## config.mk

```make
export PLATFORM = sky130hd
export DESIGN_NAME = shared_gpio_port
export DESIGN_NICKNAME = d
export VERILOG_FILES = /design/src/rtl/gpio_port_pkg.sv /design/src/rtl/gpio_in_sync.sv /design/src/rtl/gpio_pin_route.sv /design/src/rtl/gpio_port_regs.sv /design/src/rtl/shared_gpio_port.sv
export SDC_FILE = /design/constraint.sdc
export NUM_CORES = 1
export LEC_CHECK = 0
export ABC_AREA = 1
export BUFFER_PORTS_ARGS = -buffer_cell sky130_fd_sc_hd__buf_2
export CAP_MARGIN = 25
export CORE_MARGIN = 2
export CORE_UTILIZATION = 47
export CTS_BUF_LIST = sky130_fd_sc_hd__clkbuf_8
export DETAILED_ROUTE_END_ITERATION = 16
export PLACE_DENSITY = 0.94
export SYNTH_ARGS = -nofsm -noshare
export SYNTH_HDL_FRONTEND = slang
export SYNTH_SLANG_ARGS = --single-unit
```

## constraint.sdc

```tcl
create_clock -name clk -period 1.14 [get_ports clk]
set_input_delay 0.171 -clock clk [delete_from_list [all_inputs] [get_ports clk]]
set_output_delay 0.171 -clock clk [all_outputs]
set_load 0.02 [all_outputs]
```

## src/rtl/gpio_port_pkg.sv

```systemverilog
package gpio_port_pkg;

   typedef enum logic [1:0] {
      PIN_GP_IN  = 2'd0,
      PIN_GP_OUT = 2'd1,
      PIN_PERIPH = 2'd2
   } pin_mode_e;

   // Ownership dominates; direction only matters for general-purpose pins.
   function automatic pin_mode_e decode_mode(input logic own_bit, input logic dir_bit);
      if (own_bit)
         return PIN_PERIPH;
      else if (dir_bit)
         return PIN_GP_OUT;
      else
         return PIN_GP_IN;
   endfunction

endpackage

```

## src/rtl/gpio_in_sync.sv

```systemverilog
module gpio_in_sync #(
   parameter int WIDTH  = 6,
   parameter int STAGES = 2
) (
   input  logic             clk,
   input  logic             rst_n,
   input  logic [WIDTH-1:0] lvl_async,
   output logic [WIDTH-1:0] lvl_sync
);

   initial begin
      assert (STAGES >= 0 && STAGES <= 4)
         else $error("gpio_in_sync: STAGES must be 0..4");
   end

   generate
      if (STAGES == 0) begin : g_bypass
         assign lvl_sync = lvl_async;
      end else begin : g_chain
         logic [WIDTH-1:0] stage_q [STAGES];

         always_ff @(posedge clk or negedge rst_n) begin
            if (!rst_n) begin
               for (int s = 0; s < STAGES; s++) stage_q[s] <= '0;
            end else begin
               stage_q[0] <= lvl_async;
               for (int s = 1; s < STAGES; s++) stage_q[s] <= stage_q[s-1];
            end
         end

         assign lvl_sync = stage_q[STAGES-1];

         if (STAGES == 2) begin : g_chk2
            logic [1:0] since_rst_q;
            always_ff @(posedge clk or negedge rst_n) begin
               if (!rst_n)                since_rst_q <= '0;
               else if (since_rst_q != 2'd3) since_rst_q <= since_rst_q + 2'd1;
            end

            AST_SYNC_LATENCY: assert property (@(posedge clk) disable iff (!rst_n)
               (since_rst_q >= 2'd2) |-> (lvl_sync == $past(lvl_async, 2)));
         end
      end
   endgenerate

endmodule

```

## src/rtl/gpio_pin_route.sv

```systemverilog
module gpio_pin_route
   import gpio_port_pkg::*;
(
   input  logic own_bit,
   input  logic dir_bit,
   input  logic data_bit,
   input  logic lvl_bit,
   input  logic per_out_bit,
   input  logic per_oe_bit,
   output logic pad_out_bit,
   output logic pad_oe_bit,
   output logic rd_bit
);

   pin_mode_e mode;

   always_comb begin
      mode = decode_mode(own_bit, dir_bit);
      unique case (mode)
         PIN_PERIPH: begin
            pad_out_bit = per_out_bit;
            pad_oe_bit  = per_oe_bit;
            rd_bit      = 1'b0;
         end
         PIN_GP_OUT: begin
            pad_out_bit = data_bit;
            pad_oe_bit  = 1'b1;
            rd_bit      = data_bit;
         end
         default: begin
            pad_out_bit = data_bit;
            pad_oe_bit  = 1'b0;
            rd_bit      = lvl_bit;
         end
      endcase
   end

endmodule

```

## src/rtl/gpio_port_regs.sv

```systemverilog
module gpio_port_regs #(
   parameter int                NUM_PINS  = 6,
   parameter int                BUS_W     = 24,
   parameter int                ADDR_W    = 8,
   parameter logic [ADDR_W-1:0] BASE_ADDR = 8'h40
) (
   input  logic                clk,
   input  logic                rst_n,
   input  logic                soft_rst,
   input  logic [ADDR_W-1:0]   bus_addr,
   input  logic                bus_wr,
   input  logic [BUS_W-1:0]    bus_wdata,
   input  logic [NUM_PINS-1:0] data_rd_view,
   output logic [BUS_W-1:0]    bus_rdata,
   output logic [NUM_PINS-1:0] own_q,
   output logic [NUM_PINS-1:0] dir_q,
   output logic [NUM_PINS-1:0] data_q
);

   localparam int                PAD_W     = BUS_W - NUM_PINS;
   localparam logic [ADDR_W-1:0] OWN_ADDR  = BASE_ADDR;
   localparam logic [ADDR_W-1:0] DIR_ADDR  = BASE_ADDR + {{(ADDR_W-1){1'b0}}, 1'b1};
   localparam logic [ADDR_W-1:0] DATA_ADDR = BASE_ADDR + {{(ADDR_W-2){1'b0}}, 2'b10};

   logic [NUM_PINS-1:0] wr_bits;
   logic                unused_wr_hi;

   assign wr_bits      = bus_wdata[NUM_PINS-1:0];
   assign unused_wr_hi = ^bus_wdata[BUS_W-1:NUM_PINS];

   always_ff @(posedge clk or negedge rst_n) begin
      if (!rst_n) begin
         own_q  <= '0;
         dir_q  <= '0;
         data_q <= '0;
      end else if (soft_rst) begin
         own_q  <= '0;
         dir_q  <= '0;
         data_q <= '0;
      end else if (bus_wr) begin
         if (bus_addr == OWN_ADDR)  own_q  <= wr_bits;
         if (bus_addr == DIR_ADDR)  dir_q  <= wr_bits;
         if (bus_addr == DATA_ADDR) data_q <= wr_bits;
      end
   end

   always_comb begin
      if (bus_addr == OWN_ADDR)       bus_rdata = {{PAD_W{1'b0}}, own_q};
      else if (bus_addr == DIR_ADDR)  bus_rdata = {{PAD_W{1'b0}}, dir_q};
      else if (bus_addr == DATA_ADDR) bus_rdata = {{PAD_W{1'b0}}, data_rd_view};
      else                            bus_rdata = '0;
   end

   AST_SOFT_CLEAR: assert property (@(posedge clk) disable iff (!rst_n)
      soft_rst |=> (own_q == '0 && dir_q == '0 && data_q == '0));

   AST_DATA_WRITE: assert property (@(posedge clk) disable iff (!rst_n)
      (bus_wr && !soft_rst && bus_addr == DATA_ADDR) |=> (data_q == $past(wr_bits)));

   AST_IDLE_HOLD: assert property (@(posedge clk) disable iff (!rst_n)
      (!bus_wr && !soft_rst) |=> ($stable(own_q) && $stable(dir_q) && $stable(data_q)));

endmodule

```

## src/rtl/shared_gpio_port.sv

```systemverilog
module shared_gpio_port #(
   parameter int                NUM_PINS    = 6,
   parameter int                BUS_W       = 24,
   parameter int                ADDR_W      = 8,
   parameter int                SYNC_STAGES = 2,
   parameter logic [ADDR_W-1:0] BASE_ADDR   = 8'h40
) (
   input  logic                clk,
   input  logic                rst_n,
   input  logic                soft_rst,
   input  logic [ADDR_W-1:0]   bus_addr,
   input  logic                bus_wr,
   input  logic [BUS_W-1:0]    bus_wdata,
   output logic [BUS_W-1:0]    bus_rdata,
   input  logic [NUM_PINS-1:0] per_out,
   input  logic [NUM_PINS-1:0] per_oe,
   output logic [NUM_PINS-1:0] per_in,
   input  logic [NUM_PINS-1:0] pad_in,
   output logic [NUM_PINS-1:0] pad_out,
   output logic [NUM_PINS-1:0] pad_oe
);

   initial begin
      assert (NUM_PINS >= 1 && NUM_PINS < BUS_W)
         else $error("shared_gpio_port: NUM_PINS must be 1..BUS_W-1");
      assert (ADDR_W >= 2)
         else $error("shared_gpio_port: ADDR_W must be at least 2");
   end

   logic [NUM_PINS-1:0] own_q, dir_q, data_q, lvl_sync, rd_view;

   assign per_in = pad_in;

   gpio_in_sync #(.WIDTH(NUM_PINS), .STAGES(SYNC_STAGES)) sync_i (
      .clk       (clk),
      .rst_n     (rst_n),
      .lvl_async (pad_in),
      .lvl_sync  (lvl_sync)
   );

   gpio_port_regs #(
      .NUM_PINS (NUM_PINS), .BUS_W(BUS_W), .ADDR_W(ADDR_W), .BASE_ADDR(BASE_ADDR)
   ) regs_i (
      .clk          (clk),
      .rst_n        (rst_n),
      .soft_rst     (soft_rst),
      .bus_addr     (bus_addr),
      .bus_wr       (bus_wr),
      .bus_wdata    (bus_wdata),
      .data_rd_view (rd_view),
      .bus_rdata    (bus_rdata),
      .own_q        (own_q),
      .dir_q        (dir_q),
      .data_q       (data_q)
   );

   generate
      for (genvar p = 0; p < NUM_PINS; p++) begin : g_pin
         gpio_pin_route route_i (
            .own_bit     (own_q[p]),
            .dir_bit     (dir_q[p]),
            .data_bit    (data_q[p]),
            .lvl_bit     (lvl_sync[p]),
            .per_out_bit (per_out[p]),
            .per_oe_bit  (per_oe[p]),
            .pad_out_bit (pad_out[p]),
            .pad_oe_bit  (pad_oe[p]),
            .rd_bit      (rd_view[p])
         );
      end
   endgenerate

   AST_RSVD_ZERO: assert property (@(posedge clk) disable iff (!rst_n)
      bus_rdata[BUS_W-1:NUM_PINS] == '0);

   AST_SOFT_NO_DRIVE: assert property (@(posedge clk) disable iff (!rst_n)
      soft_rst |=> (pad_oe == '0));

   AST_PERIPH_NO_READ: assert property (@(posedge clk) disable iff (!rst_n)
      (bus_addr == BASE_ADDR + {{(ADDR_W-2){1'b0}}, 2'b10}) |-> ((bus_rdata[NUM_PINS-1:0] & own_q) == '0));

endmodule

```

==> flow_metrics.tcl, run 1 <==
set metrics [dict create \
    status "finished with violations" \
    violations "setup timing" \
    synth-seq-cells 30 \
    die_w_microns 67.49 \
    clkTransAtPathRegs_ps 60 \
    min_from "pad_in[5]" \
    cts_tree "yes" \
    port_buffers 59 \
    synth.distinct_cells 17 \
    vias_per_cell 4.747 \
    grt_antenna_before_repair 0 \
    area_growth_pct 39.76 \
    finalSetupViolCount 18 \
    drt_iter0_markers 91 \
    dr.pass1.iters 4 \
    numCtsBuffers 5 \
    grt_pass1_wl_mm 7.176 \
    drive_above_1_share 0.4814 \
    cts_max_level 2 \
    root_buffer "clkbuf_8" \
    clock_skew_ps 3.142 \
    gr-total-overflow 0 \
    syn-cell-area_sq_um 1894 \
    path_max_fanout 4 \
    crit_required_ps 970 \
    die_y_microns 67.49 \
    wl_met2_mm 2.457 \
    slew_violations 0 \
    antenna_cells 0 \
    syn-mean-instance-area_sq_um 7.517 \
    grt_pass1_vias 1638 \
    grt_max_degree 31 \
    synth_ff_type "dfrtp_1" \
    yosys.cell_count.top_type "nand2_1" \
    yosysWarnings 0 \
    n_fill_cell 307 \
    fmax_mhz 694.7 \
    gp_congestion 0.8477 \
    yosysSeqAreaShare 0.3963 \
    fin_area_sq_um 2648 \
    regArea_sq_um 753.2 \
    cp-end-kind "output pin" \
    rsz0062_at_grt "true" \
    layout_setup_ws_ps -299.4 \
    synth_top_cell_area_share 0.3963 \
    top_layer_used "met4" \
    post-route-period-util 1.263 \
    wl_met1_mm 1.700 \
    switching_share 0.2414 \
    initial_core_util 0.4805 \
    routed_wl_mm 4.550 \
    internal-power_mw 1.829 \
    vdd_drop_max_uv 660.8 \
    multi_input_area_sq_um 965.9 \
    cellPowerDensity_nw_per_um2 910.6 \
    dp_hpwl_mm 3.070 \
    finalHoldViolCount 0 \
    dr_wl_met3_microns 328 \
    cp.arrival_ps 1270 \
    crit_path_start "regs_i.own_q[1]$_DFFE_PN0P_" \
    holdCritPathClass "in -> reg" \
    p_switching_mw 0.5819 \
    synth_area_leader_cell "dfrtp_1" \
    clock_path_buffers 2 \
    netlist_instances 252 \
    synth_common_cells "nand2_1 (81), nand3_1 (41), buf_4 (36), dfrtp_1 (30), inv_1 (18)" \
    nets 375 \
    pin_count 96 \
    core_sq_um 3943 \
    p_comb_frac 0.125 \
    rows 23 \
    path_class "reg -> out" \
    synth.area.top_cells "dfrtp_1 (40%), nand2_1 (16%), buf_4 (14%), nand3_1 (11%), inv_1 (3.6%)" \
    ant_nets 0 \
    cp-start-kind "flip-flop" \
    maxCapViolCount 0 \
    clock_sinks 30 \
    pwr-share-clk 0.421 \
    p_leak_nw 1.472 \
    clkLatencyLatePin_ps 280 \
    wl_per_cell_microns 12.23 \
    min_period_ps 1439 \
    final_util 0.6715 \
    die_area_sq_um 4554 \
    drc 0 \
    pwr-share-seq 0.454 \
    place_area_sq_um 2196 \
    worstReg2RegStart "regs_i.own_q[2]$_DFFE_PN0P_" \
    synth-edff-count 0 \
    track_usage 0.2163 \
    synthArstFlopShare 1.000 \
    vias 1766 \
]
==> timing repair <==
item                                    in CTS  in global routing
pin swaps                                   14                 12
hold buffers                                 2                  1
resized for setup                           71                 34
endpoints found under the setup margin      18                 18
endpoints found under the hold margin       31                  1
setup buffers                                5                  4
==> metrics by stage <==
stage	cells	power, mW	hold WS, ps	setup slack (ps)	TNS [ps]
after floorplan	269	1.322	-124.6	54.55	0
after global placement	357	1.387	133.1	-83.13	-1135
after detailed placement	357	1.392	132.0	-116.6	-1631
after CTS	372	2.426	1.014	-284.8	-3148
after global routing	372	2.536	1.913	-380.4	-4118
final	372	2.411	7.158	-299.4	-3129
==> layout make-up <==
cell class,count,area share
clock buffer,5,0.02599
clock inverter,3,0.01512
inverter,24,0.03403
multi-input combinational,177,0.3648
sequential,30,0.2845
tap,50,0.02363
timing repair buffer,83,0.2519
==> metal layers <==
metal	GRT usage	vias to the layer above
li1	-	879
met1	0.2476	813
met2	0.3995	65
met3	0.04833	9
met4	0.06122	0
met5	0	-
==> power groups by stage <==
stage               logic, mW  registers [mW]  clock network [mW]
floorplan               0.211            1.11                   0
detailed placement      0.279            1.11                   0
finish                  0.301            1.09                1.02
CTS                     0.290            1.09                1.04
global placement        0.275            1.11                   0
global route            0.331            1.09                1.11
==> worst max-delay path: stages, from the launching register on <==
cell     delay [ps]
dfrtp_1         440
nor2_2          140
nand2_1          50
o21ai_1          60
nand3_1          80
nand3_1         100
buf_6           120
==> state kept, by name (all words and copies together), names as in the netlist <==
| name | cells |
|---|---|
| sync_i.lvl_sync | 6 |
| regs_i.dir_q | 6 |
| regs_i.own_q | 6 |
| regs_i.data_q | 6 |
| sync_i.g_chain.stage_q | 6 |
==> kinds of logic (layout without fill, tap and decap cells) <==
family	count (synthesis)	after routing	synth area share
DFF	30	30	0.3963
AOI/OAI and AO/OA	9	9	0.02378
other	1	18	0.001980
and+or+nand+nor	150	150	0.3798
buffers and inverters	62	115	0.1981
==> final timing paths <==
check | endpoint | slack [ps] | cells after the start
setup / recovery | bus_rdata[1] | -300 | 6
hold / removal | sync_i.g_chain.stage_q[11]$_DFF_PN0_ | 7 | 1
setup reg to reg | regs_i.own_q[2]$_DFFE_PN0P_ | 240 | 4
hold reg to reg | sync_i.lvl_sync[0]$_DFF_PN0_ | 350 | 0
max in group asynchronous | regs_i.dir_q[0]$_DFFE_PN0P_ | 590 | 3
min in group asynchronous | sync_i.g_chain.stage_q[8]$_DFF_PN0_ | 370 | 3
==> placed cells by master, fill, tap and decap left out <==
cell type	netlist	routed
buf_6	1	27
dfrtp_2	0	2
nor2_1	12	11
buf_2	0	41
nor2_2	1	2
clkbuf_8	0	5
nand2_1	81	54
clkinv_2	0	2
bufinv_16	0	1
dlygate4sd3_1	0	3
nand3_2	3	9
conb_1	1	18
o21ai_2	0	5
dfrtp_1	30	28
nand2_4	3	6
buf_12	0	3
inv_1	18	14
buf_4	36	9
o21ai_1	0	4
nor2_8	1	1
nand3_1	41	35
nand2_2	3	27
inv_2	6	10
nor2_4	5	5
Note: power is estimated with default switching activity, not from simulation.
==> run 2: changes to the inputs <==
--- a/config.mk
+++ b/config.mk
@@ -12,6 +12,7 @@
 export CORE_UTILIZATION = 47
 export CTS_BUF_LIST = sky130_fd_sc_hd__clkbuf_8
 export DETAILED_ROUTE_END_ITERATION = 16
+export MAX_ROUTING_LAYER = met4
 export PLACE_DENSITY = 0.94
 export SYNTH_ARGS = -nofsm -noshare
 export SYNTH_HDL_FRONTEND = slang
==> run 2 against run 1 <==
Compared with the run above: critical path depth stayed put; global-route usage increased by 0.63 points; cell area stayed put; sequential share of layout area unchanged; clock skew hardly changed; maximum frequency hardly changed; the run still ends with setup timing left; sequential power about the same; via count up 0.17%; combinational power about the same; register-to-register slack about the same; first-iteration DRC count is 3.3% lower.
==> flow_metrics.tcl, run 2 (synthesized netlist as in run 1, its figures left out) <==
set metrics [dict create \
    maxCapViolCount 0 \
    rows 23 \
    cp-end-kind "output pin" \
    rsz0062_at_grt "true" \
    vias 1769 \
    dr.pass1.iters 4 \
    n_fill_cell 307 \
    gp_congestion 0.8610 \
    fmax_mhz 694.8 \
    violations "setup timing" \
    dp_cells 357 \
    holdCritPathClass "in -> reg" \
    cp.arrival_ps 1270 \
    core_sq_um 3943 \
    cts_tree "yes" \
    post-route-period-util 1.263 \
    finalHoldViolCount 0 \
    final_cell_mix "nand2_1 (54), buf_2 (41), nand3_1 (35), dfrtp_1 (28)" \
    die_area_sq_um 4554 \
    ant_nets 0 \
    crit_required_ps 970 \
    finalSetupViolCount 18 \
    gr-total-overflow 0 \
    final_util 0.6715 \
    p_comb_frac 0.125 \
    pwr-share-clk 0.421 \
    wl_per_cell_microns 12.23 \
    path_max_fanout 4 \
    drc 0 \
    status "finished with violations" \
    cts_max_level 2 \
    root_buffer "clkbuf_8" \
    antenna_cells 0 \
    clock_path_buffers 2 \
    final_common_cell "nand2_1" \
    clock_skew_ps 3.018 \
    internal-power_mw 1.829 \
    cellPowerDensity_nw_per_um2 910.5 \
    p_switching_mw 0.5816 \
    clock_sinks 30 \
    grt_antenna_before_repair 0 \
    track_usage 0.2226 \
    p_leak_nw 1.472 \
    numCtsBuffers 5 \
    die_y_microns 67.49 \
    die_w_microns 67.49 \
    slew_violations 0 \
    grt_max_degree 31 \
    dp_hpwl_mm 3.070 \
    vias_per_cell 4.755 \
    drive_above_1_share 0.4814 \
    switching_share 0.2413 \
    grt_pass1_vias 1638 \
    vdd_drop_max_uv 659.5 \
    clkLatencyLatePin_ps 280 \
    routed_wl_mm 4.551 \
    path_class "reg -> out" \
    pwr-share-seq 0.454 \
    finalNonFillerCells 372 \
    port_buffers 59 \
    initial_core_util 0.4805 \
    nets 375 \
    power_mw 2.411 \
    pin_count 96 \
    layout_setup_ws_ps -299.3 \
    cp-start-kind "flip-flop" \
    clkTransAtPathRegs_ps 60 \
    drt_iter0_markers 88 \
    grt_pass1_wl_mm 7.176 \
    pre_cts_ws_ps -116.6 \
    area_growth_pct 39.76 \
    min_period_ps 1439 \
]
## run 2: final timing paths
check	from	end	slack, ps	cells after the start
min reg2reg	sync_i.g_chain.stage_q[6]$_DFF_PN0_	sync_i.lvl_sync[0]$_DFF_PN0_	350	0
min in group asynchronous	rst_n	sync_i.g_chain.stage_q[8]$_DFF_PN0_	370	3
min	pad_in[5]	sync_i.g_chain.stage_q[11]$_DFF_PN0_	7	1
max in group asynchronous	rst_n	regs_i.dir_q[0]$_DFFE_PN0P_	590	3
max reg2reg	regs_i.own_q[2]$_DFFE_PN0P_	regs_i.own_q[2]$_DFFE_PN0P_	240	4
max	regs_i.own_q[1]$_DFFE_PN0P_	bus_rdata[1]	-300	6
## run 2: metal layers
metal / global-route usage / wire length, microns
met5: - / 0
met4: 0.06122 / 61
met3: 0.04500 / 310
met2: 0.3995 / 2468
met1: 0.2497 / 1711
## run 2: power groups by stage
| stage | combinational, mW | clock [mW] | sequential [mW] |
|---|---|---|---|
| after floorplan | 0.211 | 0 | 1.11 |
| after global routing | 0.331 | 1.11 | 1.09 |
| after CTS | 0.290 | 1.04 | 1.09 |
| after global placement | 0.275 | 0 | 1.11 |
| after detailed placement | 0.279 | 0 | 1.11 |
| final | 0.301 | 1.02 | 1.09 |
## run 2: area by class of cell
type | count | area (sq um) | share of cell area
multi-input combinational | 177 | 965.9 | 0.3648
timing repair buffer | 83 | 666.9 | 0.2519
sequential | 30 | 753.2 | 0.2845
inverter | 24 | 90.09 | 0.03403
clock buffer | 5 | 68.82 | 0.02599
tap | 50 | 62.56 | 0.02363
clock inverter | 3 | 40.04 | 0.01512
## run 2: metrics by stage
stage,instance area (sq um),setup TNS (ps),hold slack [ps]
2_1_floorplan,1958,0,-124.6
3_3_place_gp,2196,-1135,133.1
3_5_place_dp,2196,-1631,132.0
4_1_cts,2551,-3148,1.014
5_1_grt,2648,-4118,1.913
6_report,2648,-3118,7.437
## run 2: timing repair
| action | CTS | global route |
|---|---|---|
| resized for setup | 71 | 34 |
| gates cloned | 0 | 0 |
| setup buffers | 5 | 4 |
| setup endpoints to repair | 18 | 18 |
| pin swaps | 14 | 12 |
| hold endpoints to repair | 31 | 1 |
| hold buffers | 2 | 1 |
## run 2: critical path, stage by stage, from the launching register on
cell and delay (ps):
dfrtp_1 440, nor2_2 140, nand2_1 50, o21ai_1 60, nand3_1 80, nand3_1 100, buf_6 120
